===== src/rtl/cdiv_pkg.sv =====
package cdiv_pkg;
  localparam int unsigned CFG_W    = 32;
  localparam int unsigned SEL_LSB  = 16;
  localparam int unsigned SEL_W    = 2;
  localparam int unsigned PRE_LSB  = 8;
  localparam int unsigned PRE_W    = 5;
  localparam int unsigned POST_LSB = 4;
  localparam int unsigned POST_W   = 2;
  localparam int unsigned RATIO_W  = PRE_W + POST_W + 2;

  localparam logic [CFG_W-1:0] PRE_MASK  = ((CFG_W'(1) << PRE_W) - CFG_W'(1)) << PRE_LSB;
  localparam logic [CFG_W-1:0] POST_MASK = ((CFG_W'(1) << POST_W) - CFG_W'(1)) << POST_LSB;
  localparam logic [CFG_W-1:0] RATE_MASK = PRE_MASK | POST_MASK;

  typedef struct packed {
    logic [SEL_W-1:0]  sel;
    logic [PRE_W-1:0]  pre;
    logic [POST_W-1:0] post;
  } cfg_t;

  function automatic cfg_t cfg_decode(input logic [CFG_W-1:0] w);
    cfg_t c;
    c.sel  = w[SEL_LSB +: SEL_W];
    c.pre  = w[PRE_LSB +: PRE_W];
    c.post = w[POST_LSB +: POST_W];
    return c;
  endfunction
endpackage


===== src/rtl/cdiv_regfile.sv =====
module cdiv_regfile
  import cdiv_pkg::*;
(
  input  logic             clk_i,
  input  logic             rst_ni,
  input  logic             cfg_we_i,
  input  logic             rate_we_i,
  input  logic [CFG_W-1:0] wdata_i,
  output logic [CFG_W-1:0] q_o
);
  logic [CFG_W-1:0] q;

  always_ff @(posedge clk_i) begin
    if (!rst_ni) begin
      q <= '0;
    end else if (cfg_we_i) begin
      q <= wdata_i;
    end else if (rate_we_i) begin
      q <= (q & ~RATE_MASK) | (wdata_i & RATE_MASK);
    end
  end

  assign q_o = q;


  sel_kept_chk: assert property (@(posedge clk_i) disable iff (!rst_ni)
    (rate_we_i && !cfg_we_i) |=> (q_o & ~RATE_MASK) == ($past(q_o) & ~RATE_MASK));
endmodule


===== src/rtl/cdiv_ratio.sv =====
module cdiv_ratio
  import cdiv_pkg::*;
#(
  parameter int unsigned PRE_SRC = 3
) (
  input  cfg_t               cfg_i,
  output logic [RATIO_W-1:0] ratio_o
);
  logic [PRE_W:0]  pre_eff;
  logic [POST_W:0] post_eff;

  always_comb begin
    if (cfg_i.sel == SEL_W'(PRE_SRC)) pre_eff = {1'b0, cfg_i.pre} + (PRE_W+1)'(1);
    else                              pre_eff = (PRE_W+1)'(1);
    post_eff = {1'b0, cfg_i.post} + (POST_W+1)'(1);
  end

  assign ratio_o = RATIO_W'(pre_eff) * RATIO_W'(post_eff);
endmodule


===== src/rtl/cdiv_counter.sv =====
module cdiv_counter
  import cdiv_pkg::*;
(
  input  logic               clk_i,
  input  logic               rst_ni,
  input  logic               tick_i,
  input  logic [RATIO_W-1:0] ratio_next_i,
  input  logic [SEL_W-1:0]   sel_next_i,
  output logic [SEL_W-1:0]   act_sel_o,
  output logic               out_tick_o,
  output logic               out_clk_o
);
  logic [RATIO_W-1:0] cnt;
  logic [RATIO_W-1:0] act_n;
  logic [SEL_W-1:0]   act_sel;
  logic               last;
  logic               wrap;

  assign last = (cnt == act_n - RATIO_W'(1));
  assign wrap = tick_i && last;

  always_ff @(posedge clk_i) begin
    if (!rst_ni) begin
      cnt     <= '0;
      act_n   <= RATIO_W'(1);
      act_sel <= '0;
    end else if (wrap) begin
      cnt     <= '0;
      act_n   <= ratio_next_i;
      act_sel <= sel_next_i;
    end else if (tick_i) begin
      cnt <= cnt + RATIO_W'(1);
    end
  end

  assign act_sel_o  = act_sel;
  assign out_tick_o = wrap;
  assign out_clk_o  = (act_n == RATIO_W'(1)) ? tick_i : (cnt < (act_n >> 1));


  cnt_range_chk: assert property (@(posedge clk_i) disable iff (!rst_ni)
    cnt < act_n);


  wrap_chk: assert property (@(posedge clk_i) disable iff (!rst_ni)
    wrap |=> cnt == '0);


  hold_cfg_chk: assert property (@(posedge clk_i) disable iff (!rst_ni)
    !wrap |=> ($stable(act_n) && $stable(act_sel)));
endmodule


===== src/rtl/cdiv_composite.sv =====
module cdiv_composite
  import cdiv_pkg::*;
#(
  parameter int unsigned NUM_SRC = 4,
  parameter int unsigned PRE_SRC = 3
) (
  input  logic               clk_i,
  input  logic               rst_ni,
  input  logic [NUM_SRC-1:0] src_tick_i,
  input  logic               cfg_we_i,
  input  logic               rate_we_i,
  input  logic [CFG_W-1:0]   cfg_wdata_i,
  output logic [CFG_W-1:0]   cfg_rdata_o,
  output logic               out_tick_o,
  output logic               out_clk_o
);
  logic [CFG_W-1:0]   cfg_q;
  cfg_t               cfg;
  logic [RATIO_W-1:0] ratio;
  logic [SEL_W-1:0]   act_sel;
  logic [NUM_SRC-1:0] hit;
  logic               sel_tick;

  cdiv_regfile u_regs (
    .clk_i     (clk_i),
    .rst_ni    (rst_ni),
    .cfg_we_i  (cfg_we_i),
    .rate_we_i (rate_we_i),
    .wdata_i   (cfg_wdata_i),
    .q_o       (cfg_q)
  );

  assign cfg = cfg_decode(cfg_q);

  cdiv_ratio #(.PRE_SRC(PRE_SRC)) u_ratio (
    .cfg_i   (cfg),
    .ratio_o (ratio)
  );

  for (genvar g = 0; g < NUM_SRC; g++) begin : g_src
    assign hit[g] = src_tick_i[g] && (act_sel == SEL_W'(g));
  end
  assign sel_tick = |hit;

  cdiv_counter u_cnt (
    .clk_i        (clk_i),
    .rst_ni       (rst_ni),
    .tick_i       (sel_tick),
    .ratio_next_i (ratio),
    .sel_next_i   (cfg.sel),
    .act_sel_o    (act_sel),
    .out_tick_o   (out_tick_o),
    .out_clk_o    (out_clk_o)
  );

  assign cfg_rdata_o = cfg_q;


  tick_source_chk: assert property (@(posedge clk_i) disable iff (!rst_ni)
    out_tick_o |-> src_tick_i[act_sel]);
endmodule


===== config.mk =====
export PLATFORM = sky130hd
export DESIGN_NAME = cdiv_composite
export DESIGN_NICKNAME = d
export VERILOG_FILES = /design/src/rtl/cdiv_pkg.sv /design/src/rtl/cdiv_regfile.sv /design/src/rtl/cdiv_ratio.sv /design/src/rtl/cdiv_counter.sv /design/src/rtl/cdiv_composite.sv
export SDC_FILE = /design/constraint.sdc
export NUM_CORES = 1
export LEC_CHECK = 0
export BUFFER_PORTS_ARGS = -buffer_cell sky130_fd_sc_hd__buf_2
export CORE_UTILIZATION = 57
export CTS_BUF_LIST = sky130_fd_sc_hd__clkbuf_16
export CTS_CLUSTER_DIAMETER = 40
export DETAILED_ROUTE_END_ITERATION = 7
export MAX_ROUTING_LAYER = met4
export PLACE_DENSITY = 0.89
export SLEW_MARGIN = 5
export SYNTH_ARGS = -nofsm -noshare
export SYNTH_HDL_FRONTEND = slang
export SYNTH_SLANG_ARGS = --single-unit

===== constraint.sdc =====
create_clock -name clk_i -period 9.85 [get_ports clk_i]
set_clock_uncertainty 0.2 [all_clocks]
set_input_delay 1.97 -clock clk_i [delete_from_list [all_inputs] [get_ports clk_i]]
set_output_delay 1.97 -clock clk_i [all_outputs]
set_load 0.02 [all_outputs]

**After elaboration in Yosys (flattened, before gate mapping)**

Index checks and enable logic that the tools add are counted.

- Word-level logic and storage cells: 31
- Register bits: 52
- Input port bits: 40

- $add $sub $neg: 4
- Mux-type cells: 4
- Bitwise logic cells: 2
- Multiply operators: 1
- Order comparisons: 1
- Equal/unequal tests: 6
- Reductions and logical operators: 9

Operator list:

| kind | count |
|---|---|
| $mux 32 | 2 |
| $or 32x13->32 | 1 |
| $add 9x1->9 const B | 1 |
| $eq 9x1->1 const B | 1 |
| $eq 9x9->1 | 1 |
| $lt 9x8->1 | 1 |
| $mul 6x3->9 | 1 |
| $sub 9x1->9 const B | 1 |
| $add 5x1->6 const B | 1 |
| $eq 2x2->1 const B | 3 |
| $mux 6 | 1 |
| $logic_and 1x1->1 | 5 |
| $reduce_or 4->1 | 1 |
| $add 2x1->3 const B | 1 |
| $eq 2x1->1 const B | 1 |
| $logic_not 2->1 | 1 |
| $reduce_bool 2->1 | 1 |
| $reduce_or 2->1 | 1 |
| $mux 1 | 1 |
| $not 1->1 | 1 |

**Longest topological paths before layout**

Gate-level depths: netlist (run 1).

- Depth after elaboration: 5
- Mapped depth: 14
- Gate-level depth less buffers: 14

**By module**

Synthesis (run 1) repeated with hierarchy kept, for this count alone.

- Cells, all modules: 344
- Area total of the unflattened synthesis: 3256.9 um2

By module, submodules not included:

| module | area an instance (um2) | sequential area each (um2) | cells each | instances |
|---|---|---|---|---|
| cdiv_counter | 1406.3 | 400.4 | 158 | 1 |
| cdiv_regfile | 1270.0 | 640.6 | 113 | 1 |
| cdiv_ratio | 558.0 | 0.0 | 72 | 1 |
| cdiv_composite | 22.5 | 0.0 | 1 | 1 |

**Worst setup path before layout (run 1)**

No wires, ideal clock.

- Path type: input to output
- Start point: input port src_tick_i[3]
- End point: output port out_tick_o
- Path slack: 4.779 ns
- Arrival: 2.901 ns
- Cell stages on the path: 4
- Data required time: 7.680 ns
- Cells stage by stage: mux4_2 > nand3_2 > nor2_1 > and4b_1

- Word-level cells in the longest chain between the ends: 3

RTL lines:

| what | RTL line | source |
|---|---|---|
| from (decl) | cdiv_composite.sv:9 | `input logic [NUM_SRC-1:0] src_tick_i,` |
| $logic_and 1x1->1 | cdiv_composite.sv:41 | `assign hit[g] = src_tick_i[g] && (act_sel == SEL_W'(g));` |
| $reduce_or 4->1 | cdiv_composite.sv:43 | `assign sel_tick = \|hit;` |
| $logic_and 1x1->1 | cdiv_counter.sv:20 | `assign wrap = tick_i && last;` |
| to (decl) | cdiv_composite.sv:14 | `output logic out_tick_o,` |

Every way passes these cells.

**Worst setup path in the final report (run 1)**

- Start point: input port src_tick_i[2]
- End point: output port out_tick_o

The elaborated chain is that of the path after synthesis.

==> results.toml, run 1 <==
[timing]
finalSetupTns_ns = 0
finalCritPeriodShare_pct = 53.9
rsz0062_at_grt = "no"
fmax_mhz = 188
hold_ws_ns = 0.290
layout_min_cycle_time_ns = 5.31
hold_viol = 0
max_slew_margin_pct = 45.7
drv_slew = 0
tightestPinTransition_ns = 0.815
setup_viol = 0

[finish]
areaGrowthSynthToFinish_pct = 19.3
diodes = 0
layout.cells.non_filler = 460
layout.nets = 457
drive_above_1_share_pct = 23.4
final_cell_mix = "buf_2, nor2_1, dfxtp_1, mux2i_1, nand2_1"
stdcell_area_um2 = 3510
fill_cells = 335
final_common_cell = "buf_2"

[placement]
dpl-instance-area_um2 = 3350
port_buffers = 73
place_congestion = 0.870
dpl.cell_count = 452
dp_hpwl_um = 4650

[clocking]
cts-buffers-inserted = 5
cts_sinks = 52
clockBufferDepth = 2
cts_hold_buf = 0
clock_latency_ns = 0.30
htree_levels = 2
cts_tree = "built"
cts_root_buffer = "clkbuf_16"
post_cts_buffers = 0
path_clk_slew_ns = 0.07
post_cts_resized = 0

[setup_path]
crit_chain = "buf_2, mux4_2, nand3_2, nor2_1, and4b_1, buf_2"
reg2reg_slack_ns = 6.30
max_stage_delay_ns = 0.55
critPathKind = "in -> out"
crit_top_cell = "buf_2"
cp_data_arrival_time_ns = 3.14
crit_fanout = 6
critPathLaunchType = "input port"
cpMaxStageDelayCell = "mux4_2"
end_kind = "primary output"
crit_required_ns = 7.68

[routing]
drcViolationCount = 0
viasPerCell = 5.27
routed_wl_um = 6170
antenna_left = 0
num_vias = 2426
detail_route.first_pass.iterations = 4
drt_iter0_drc = 85
wl_per_cell_um = 13.4

[floorplanning]
die_y_um = 73.9
start_util_pct = 60.7
pin_count = 74
row_count = 25
die_w_um = 73.9
core_um2 = 4850
die-area_um2 = 5460

[global_route]
grt_antenna_before_repair = 0
grt_remaining_overflow = 0
grt_pass1_wl_um = 10100
grt_pass1_vias = 2330
grt_max_degree = 44
track_usage_pct = 25.1

[min_path]
hold_path.class = "reg -> reg"

[pwr]
pwr_density_cell_nw_per_um2 = 192
vdd_drop_max_mv = 0.130
p_leak_uw = 0.00172
total_power_uw = 675

[job]
cap_violations = 0

[synthesis]
synthesis.area_um2 = 2940
synth_cell_type_count = 44
synth_cells = 321
synthesis.nets = 386
synth.avg_cell_area_um2 = 9.17
async_flop_share_pct = 0
synth_ff_type = "dfxtp_1"
synth_edf_count = 0
ys_seq_area_share_pct = 35.4
yosys_register_bits = 52
yosysWarnings = 0

[status]
status = "finished clean"
==> logic make-up after synthesis <==
kind of cell	synth area share, %
AOI/OAI and AO/OA	8.37
muxes	12.3
buffers and inverters	3.82
xor gates and xnor gates	8.29
adders and majority gates	11.9
DFF	35.4
and+or+nand+nor	19.9
==> synth_stat cells (2+ instances only) <==
| cell type | number | area share [%] |
|---|---|---|
| xor2_1 | 13 | 3.9 |
| a211oi_2 | 2 | 0.85 |
| and3_1 | 4 | 0.85 |
| nor3b_1 | 4 | 1.0 |
| o21ai_0 | 2 | 0.34 |
| nand3_1 | 10 | 1.7 |
| a21oi_1 | 14 | 2.4 |
| inv_1 | 18 | 2.3 |
| nor2b_1 | 2 | 0.42 |
| nor2_1 | 53 | 6.8 |
| fa_1 | 5 | 3.4 |
| ha_1 | 20 | 8.5 |
| o21ai_1 | 6 | 1.0 |
| nand2b_1 | 2 | 0.42 |
| xnor2_1 | 13 | 3.9 |
| mux2i_1 | 34 | 12 |
| nand2_1 | 21 | 2.7 |
| nor3_1 | 3 | 0.51 |
| clkbuf_1 | 5 | 0.64 |
| or3_1 | 3 | 0.64 |
| and2_1 | 5 | 1.1 |
| a21o_1 | 4 | 1.0 |
| buf_1 | 3 | 0.38 |
| dfxtp_1 | 52 | 35 |
| nand4_1 | 4 | 0.85 |
==> path summary, 6_finish.rpt <==
check | end | cells after the start | start
worst min register to register | u_regs.q_o[5] | 2 | u_regs.q_o[5]
worst max-delay path | out_tick_o | 6 | src_tick_i[2]
worst min-delay path | u_regs.q_o[5] | 2 | u_regs.q_o[5]
worst max register to register | u_cnt.act_n[8] | 12 | u_regs.q_o[16]
==> report_power, final <==
part           internal (uW)  switching [uW]  leakage, uW
combinational            107             136      0.00121
clock                   97.9            86.9    0.0000772
sequential               229            19.6     0.000426
total                    433             242      0.00172
==> state kept, by name, indices dropped and copies added (netlist names) <==
signal and cells:
u_regs.q_o 32, u_cnt.act_sel_o 2, u_cnt.act_n 9, u_cnt.cnt 9
==> per-stage QoR <==
step                utilization [%]  setup slack, ns
floorplan                         -             4.78
global placement               69.1             4.54
detailed placement             69.1             4.54
CTS                            72.4             4.53
global route                   72.4             4.50
finish                         72.4             4.54
==> layout make-up <==
cell class	count	area (um^2)	share of cell area (%)
clock buffers	5	125	3.56
clock inverters	3	33.8	0.962
inverters	19	71.3	2.03
multi-input cells	241	1790	51.0
flip-flops and latches	52	1040	29.7
well taps	67	83.8	2.39
repair buffers	73	365	10.4
==> critical path: cells and delay by family <==
kind / cells / cell delay (ns)
AND/OR/NAND/NOR: 3 / 0.36
buffers and inverters: 2 / 0.25
multiplexers: 1 / 0.55
==> layer usage <==
metal,vias up,wire length (um),global-route usage (%)
li1,1231,-,-
met1,1122,2690,28.8
met2,67,3100,43.5
met3,6,312,5.76
met4,0,74,7.48
met5,-,0,-
Power figures use the tool's default switching activity.
==> inputs of run 2 (changes only) <==
--- a/config.mk
+++ b/config.mk
@@ -5,13 +5,14 @@
 export SDC_FILE = /design/constraint.sdc
 export NUM_CORES = 1
 export LEC_CHECK = 0
+export ABC_AREA = 1
 export BUFFER_PORTS_ARGS = -buffer_cell sky130_fd_sc_hd__buf_2
-export CORE_UTILIZATION = 57
+export CORE_UTILIZATION = 49
 export CTS_BUF_LIST = sky130_fd_sc_hd__clkbuf_16
 export CTS_CLUSTER_DIAMETER = 40
 export DETAILED_ROUTE_END_ITERATION = 7
 export MAX_ROUTING_LAYER = met4
-export PLACE_DENSITY = 0.89
+export PLACE_DENSITY = 0.81
 export SLEW_MARGIN = 5
 export SYNTH_ARGS = -nofsm -noshare
 export SYNTH_HDL_FRONTEND = slang
==> constraint.sdc (replaced) <==
create_clock -name clk_i -period 4.5 [get_ports clk_i]
set_clock_uncertainty 0.2 [all_clocks]
set_input_delay 0.9 -clock clk_i [delete_from_list [all_inputs] [get_ports clk_i]]
set_output_delay 0.9 -clock clk_i [all_outputs]
set_load 0.02 [all_outputs]
==> run 2 against run 1 <==
Highest routed layer unchanged. Clock power increased by 140%. Design area increased by 3.0%. Setup slack got worse by 3.5 ns. Non-clock buffer count unchanged. Largest power group unchanged. Die area increased by 20%. Final cell count increased by 30%.
==> results.toml, run 2 <==
[synthesis]
synth_edf_count = 0
synthTopCellsByArea = "dfxtp_1, nor2_1, nand2_1, ha_1, o21ai_0"
synth_cells = 456
yosysMostFrequentCell = "nor2_1"
synthesis.area_um2 = 3050
yosysTopAreaCellShare_pct = 34.1
async_flop_share_pct = 0
synth.avg_cell_area_um2 = 6.70
ys_seq_area_share_pct = 34.1
synthesis.nets = 521
synth_common_cells = "nor2_1, nand2_1, dfxtp_1"
yosysWarnings = 0
yosys_register_bits = 52
synth_top_area_cell = "dfxtp_1"
synth_cell_type_count = 29
synth_ff_type = "dfxtp_1"

[global_route]
grt_pass1_vias = 2926
grt_pass1_wl_um = 12600
grt_remaining_overflow = 0
track_usage_pct = 24.9
grt_antenna_before_repair = 0
grt_max_degree = 46

[pwr]
pwr_density_cell_nw_per_um2 = 409
vdd_drop_max_mv = 0.270
p_leak_uw = 0.00194

[finish]
layout.nets = 589
largest_reg_flops = 32
fill_cells = 552
final_common_cell = "nor2_1"
final_cell_mix = "nor2_1, nand2_1, buf_2, dfxtp_1, inv_1"
diodes = 0
areaGrowthSynthToFinish_pct = 18.4
final-seq-area_um2 = 1040
drive_above_1_share_pct = 18.3
multi_input_area_um2 = 1750

[timing]
finalCritPeriodShare_pct = 76.2
drv_slew = 0
rsz0062_at_grt = "no"
fmax_mhz = 292
finalSetupTns_ns = 0
max_slew_margin_pct = 53.7
tightestPinTransition_ns = 0.695
hold_viol = 0
setup_viol = 0
hold_ws_ns = 0.315
layout_min_cycle_time_ns = 3.43

[floorplanning]
start_util_pct = 51.3
die_y_um = 80.9
die-area_um2 = 6550
row_count = 28
die_w_um = 80.9
core_um2 = 5960
pin_count = 74

[clocking]
cts-buffers-inserted = 5
post_cts_resized = 0
cts_sinks = 52
cts_tree = "built"
path_clk_slew_ns = 0.07
htree_levels = 2
cts_root_buffer = "clkbuf_16"
post_cts_buffers = 0
cts_hold_buf = 0
clock_latency_ns = 0.29
clockBufferDepth = 2

[routing]
drt_iter0_drc = 126
viasPerCell = 5.12
antenna_left = 0
drcViolationCount = 0
routed_wl_um = 7270
num_vias = 3070
detail_route.first_pass.iterations = 4
wl_per_cell_um = 12.1

[status]
status = "finished clean"

[setup_path]
end_kind = "primary output"
crit_fanout = 19
critPathKind = "reg -> out"
crit_required_ns = 3.40
critPathLaunchType = "flip-flop"
reg2reg_slack_ns = 1.27
cp_data_arrival_time_ns = 2.33

[placement]
dp_hpwl_um = 5270
port_buffers = 73
place_congestion = 0.882

[job]
cap_violations = 0

[min_path]
hold_path.class = "reg -> reg"
==> run 2: changes by cell type in the layout (fill, tap and decap cells not counted), sizes merged, moves of 5 or more <==
cell / change
and2: -5
nand3: +9
nand2: +84
mux2i: -34
nor2: +58
inv: +32
xnor2: -11
o21ai: +30
==> run 2: metrics by stage <==
step / instances / worst slack, ns / util, % / instance area [um^2] / power [uW]
after floorplan: 456 / 1.47 / - / 3050 / 919
after CTS: 600 / 1.07 / 60.7 / 3620 / 1480
after detailed placement: 592 / 1.22 / 57.9 / 3450 / 1040
final: 600 / 1.07 / 60.7 / 3620 / 1480
after global routing: 600 / 0.845 / 60.7 / 3620 / 1570
after global placement: 592 / 1.28 / 57.9 / 3450 / 1020
==> run 2: area by class of cell <==
cell class              instances  area share [%]
multi-input cells             340            48.5
clock buffers                   5            3.46
clock inverters                 3            1.18
well taps                      75            2.60
flip-flops and latches         52            28.8
repair buffers                 73            10.1
inverters                      52            5.40
==> run 2: path summary, 6_finish.rpt <==
kind,depth (start not counted),from,to
worst min-delay path,2,u_regs.q_o[7],u_regs.q_o[7]
worst max-delay path,12,u_cnt.act_n[0],out_tick_o
worst max register to register,17,u_regs.q_o[17],u_cnt.act_n[8]
worst min register to register,2,u_regs.q_o[7],u_regs.q_o[7]
==> run 2: metal layers <==
layer / up-vias / part of all wire [%] / global-route usage (%)
met1: 1416 / 44 / 30.2
li1: 1562 / - / -
met4: 0 / 1.2 / 8.21
met3: 11 / 5.9 / 4.61
met2: 81 / 49 / 41.5
met5: - / 0 / -
==> run 2: worst max-delay path, stage by stage (launching register included) <==
cell and delay, ns:
dfxtp_1 0.43, inv_1 0.12, ha_1 0.33, nand2_1 0.08, nand2_1 0.07, nor2_1 0.15
nand2_1 0.07, nor2_1 0.09, nand2_1 0.10, nor2_4 0.16, nand2_4 0.16, inv_1 0.13
buf_2 0.17
==> run 2: cell families after synthesis <==
| family | synth area share [%] |
|---|---|
| and+or+nand+nor | 32.7 |
| buffers and inverters | 8.48 |
| xor gates and xnor gates | 3.44 |
| AOI/OAI and AO/OA | 9.84 |
| DFF | 34.1 |
| adders and majority gates | 11.5 |
==> run 2: where the power goes <==
part / total, uW / switching, uW / internal (uW)
logic: 491 / 327 / 165
registers: 549 / 43.3 / 505
clock network: 437 / 176 / 262
==> inputs of run 3 (changes only) <==
--- a/config.mk
+++ b/config.mk
@@ -5,14 +5,14 @@
 export SDC_FILE = /design/constraint.sdc
 export NUM_CORES = 1
 export LEC_CHECK = 0
-export ABC_AREA = 1
+export ABC_AREA = 0
 export BUFFER_PORTS_ARGS = -buffer_cell sky130_fd_sc_hd__buf_2
-export CORE_UTILIZATION = 49
+export CORE_UTILIZATION = 53
 export CTS_BUF_LIST = sky130_fd_sc_hd__clkbuf_16
 export CTS_CLUSTER_DIAMETER = 40
 export DETAILED_ROUTE_END_ITERATION = 7
 export MAX_ROUTING_LAYER = met4
-export PLACE_DENSITY = 0.81
+export PLACE_DENSITY = 0.84
 export SLEW_MARGIN = 5
 export SYNTH_ARGS = -nofsm -noshare
 export SYNTH_HDL_FRONTEND = slang
==> constraint.sdc (replaced) <==
create_clock -name clk_i -period 3.36 [get_ports clk_i]
set_clock_uncertainty 0.2 [all_clocks]
set_input_delay 0.672 -clock clk_i [delete_from_list [all_inputs] [get_ports clk_i]]
set_output_delay 0.672 -clock clk_i [all_outputs]
set_load 0.02 [all_outputs]
==> run 3 against run 2 <==
Power is 33% higher. Final cell count decreased by 22%. Wire length fell by 16%. Global-route usage is 1.7 points lower. Setup slack got worse by 0.90 ns. Combinational power increased by 48%. Sequential power increased by 32%. Count of clock-buffer cells in the layout unchanged. Largest cell class unchanged.
==> results.toml, run 3 (synthesis results as in run 1) <==
[status]
status = "finished clean"

[placement]
dpl.cell_count = 462
dp_hpwl_um = 4690
port_buffers = 73
place_congestion = 0.864
post-place-ws_ns = 0.0369

[routing]
viasPerCell = 5.27
wl_per_cell_um = 13.0
routed_wl_um = 6100
antenna_left = 0
drcViolationCount = 0
detail_route.first_pass.iterations = 4
drt_iter0_drc = 78
num_vias = 2475

[global_route]
grt_use_met3_pct = 4.79
use_met1_pct = 26.5
track_usage_pct = 23.2
grt_pass1_vias = 2525
grt_max_degree = 44
grt_remaining_overflow = 0
grt_antenna_before_repair = 0
global_route.usage.met2_pct = 40.4
grt_pass1_wl_um = 10800
grt-busiest-layer = "met2"

[pwr]
comb_power_share_pct = 37.0
p_int_uw = 1270
p_leak_uw = 0.00175
p_seq_share_pct = 36.9
power_switching_uw = 691
pwr-share-clk_pct = 26.1
swShare_pct = 35.2
vdd_drop_max_mv = 0.377
pwr_density_cell_nw_per_um2 = 549
total_power_uw = 1960

[finish]
layout.cells.non_filler = 470
final_cell_mix = "buf_2, nor2_1, dfxtp_1, mux2i_1, nand2_1"
final_common_cell = "buf_2"
multi_input_area_um2 = 1810
diodes = 0
fill_cells = 428
areaGrowthSynthToFinish_pct = 21.3
drive_above_1_share_pct = 25.8
final-seq-area_um2 = 1040
layout.nets = 464
largest_reg_flops = 32

[setup_path]
max_stage_delay_ns = 0.48
reg2reg_to = "u_cnt.act_n[8]"
crit_fanout = 2
critPathKind = "reg -> reg"
r2r_start = "u_regs.q_o[8]"
crit_top_cell = "ha_1"
r2r_cells = 13
reg2reg_slack_ns = 0.17
crit_required_ns = 3.30
end_kind = "flip-flop"
cpMaxStageDelayCell = "fa_1"
cp_data_arrival_time_ns = 3.13
critPathLaunchType = "flip-flop"
crit_chain = "ha_1, xnor2_1, or3_1, fa_1, inv_1, ha_1, fa_2, a21o_1, a21oi_2, nor2b_1, o21a_1, nor3_2, a211oi_2"

[clocking]
cts_sinks = 52
cts_root_buffer = "clkbuf_16"
htree_levels = 2
cts-buffers-inserted = 5
cts_tree = "built"
clock_latency_ns = 0.29
clockBufferDepth = 2
post_cts_buffers = 0
path_clk_slew_ns = 0.07

[floorplanning]
row_count = 26
die-area_um2 = 5860
die_y_um = 76.5
die_w_um = 76.5
start_util_pct = 56.2
core_um2 = 5240
pin_count = 74

[timing]
hold_ws_ns = 0.295
layout_min_cycle_time_ns = 3.19
fin_ws_ns = 0.169
hold_viol = 0
finalCritPeriodShare_pct = 95.0
setup_viol = 0
finalSetupTns_ns = 0
drv_slew = 0
rsz0062_at_grt = "no"
tightestPinTransition_ns = 0.739
fmax_mhz = 313
max_slew_margin_pct = 50.6

[min_path]
hold_path.class = "reg -> reg"
holdPathEnd = "u_regs.q_o[24]"
whs_path_depth = 2
min_from = "u_regs.q_o[24]"

[job]
cap_violations = 0
[run 3: changes by cell type in the layout (fill, tap and decap cells not counted), moves of 29 or more]
cell     previous run  this run
nand2_1           102        21
inv_1              47        18
o21ai_0            38         2
nor2_1            105        53
mux2i_1             0        34
[run 3: power groups by stage]
| stage | clock (uW) | combinational (uW) | sequential [uW] |
|---|---|---|---|
| CTS | 519 | 721 | 724 |
| floorplan | 0 | 547 | 757 |
| global placement | 0 | 696 | 732 |
| finish | 512 | 726 | 723 |
| global route | 542 | 798 | 732 |
| detailed placement | 0 | 718 | 736 |
[run 3: cell type report]
cell class | instances | share of cell area [%]
Clock buffer | 5 | 3.50
Inverter | 19 | 2.00
Multi-Input combinational cell | 241 | 50.6
Clock inverter | 3 | 0.596
Sequential cell | 52 | 29.2
Tap cell | 70 | 2.45
Timing Repair Buffer | 80 | 11.7
[run 3: worst max path at each step]
stage | from | end | slack [ns] | cells past startpoint
final | u_regs.q_o[8] | u_cnt.act_n[8] | 0.17 | 13
after global routing | u_regs.q_o[8] | u_cnt.act_n[8] | 0.009 | 13
after CTS | u_regs.q_o[8] | u_cnt.act_n[8] | 0.01 | 13
after detailed placement | u_regs.q_o[8] | u_cnt.act_n[8] | 0.04 | 13
after global placement | u_regs.q_o[8] | u_cnt.act_n[8] | 0.09 | 13
after floorplan | u_regs.q_o[8] | u_cnt.act_n[8] | 0.02 | 13
[run 3: per-stage QoR]
| stage | area (um^2) | util [%] |
|---|---|---|
| floorplan | 2940 | - |
| global placement | 3410 | 65.1 |
| detailed placement | 3410 | 65.1 |
| CTS | 3550 | 67.9 |
| global route | 3570 | 68.2 |
| finish | 3570 | 68.2 |
[run 3: timing repair]
| item | CTS | global route |
|---|---|---|
| resized for setup | 0 | 4 |
| setup endpoints to repair | 0 | 3 |
| hold buffers | 0 | 0 |
[run 3: critical path, delay by kind of cell (launching register included)]
family	cells	cell delay [ns]
buffers and inverters	1	0.04
flip-flops	1	0.32
adder cells (fa/ha/maj)	4	1.28
XOR/XNOR	1	0.14
AO/OA/AOI/OAI	4	0.55
AND/OR/NAND/NOR	3	0.51
[run 3: routing by layer]
layer	vias up	routed length, um	part of all wire (%)
met5	-	0	0
met4	0	77	1.3
met3	9	330	5.4
met2	71	2970	49
met1	1153	2730	45
li1	1242	-	-
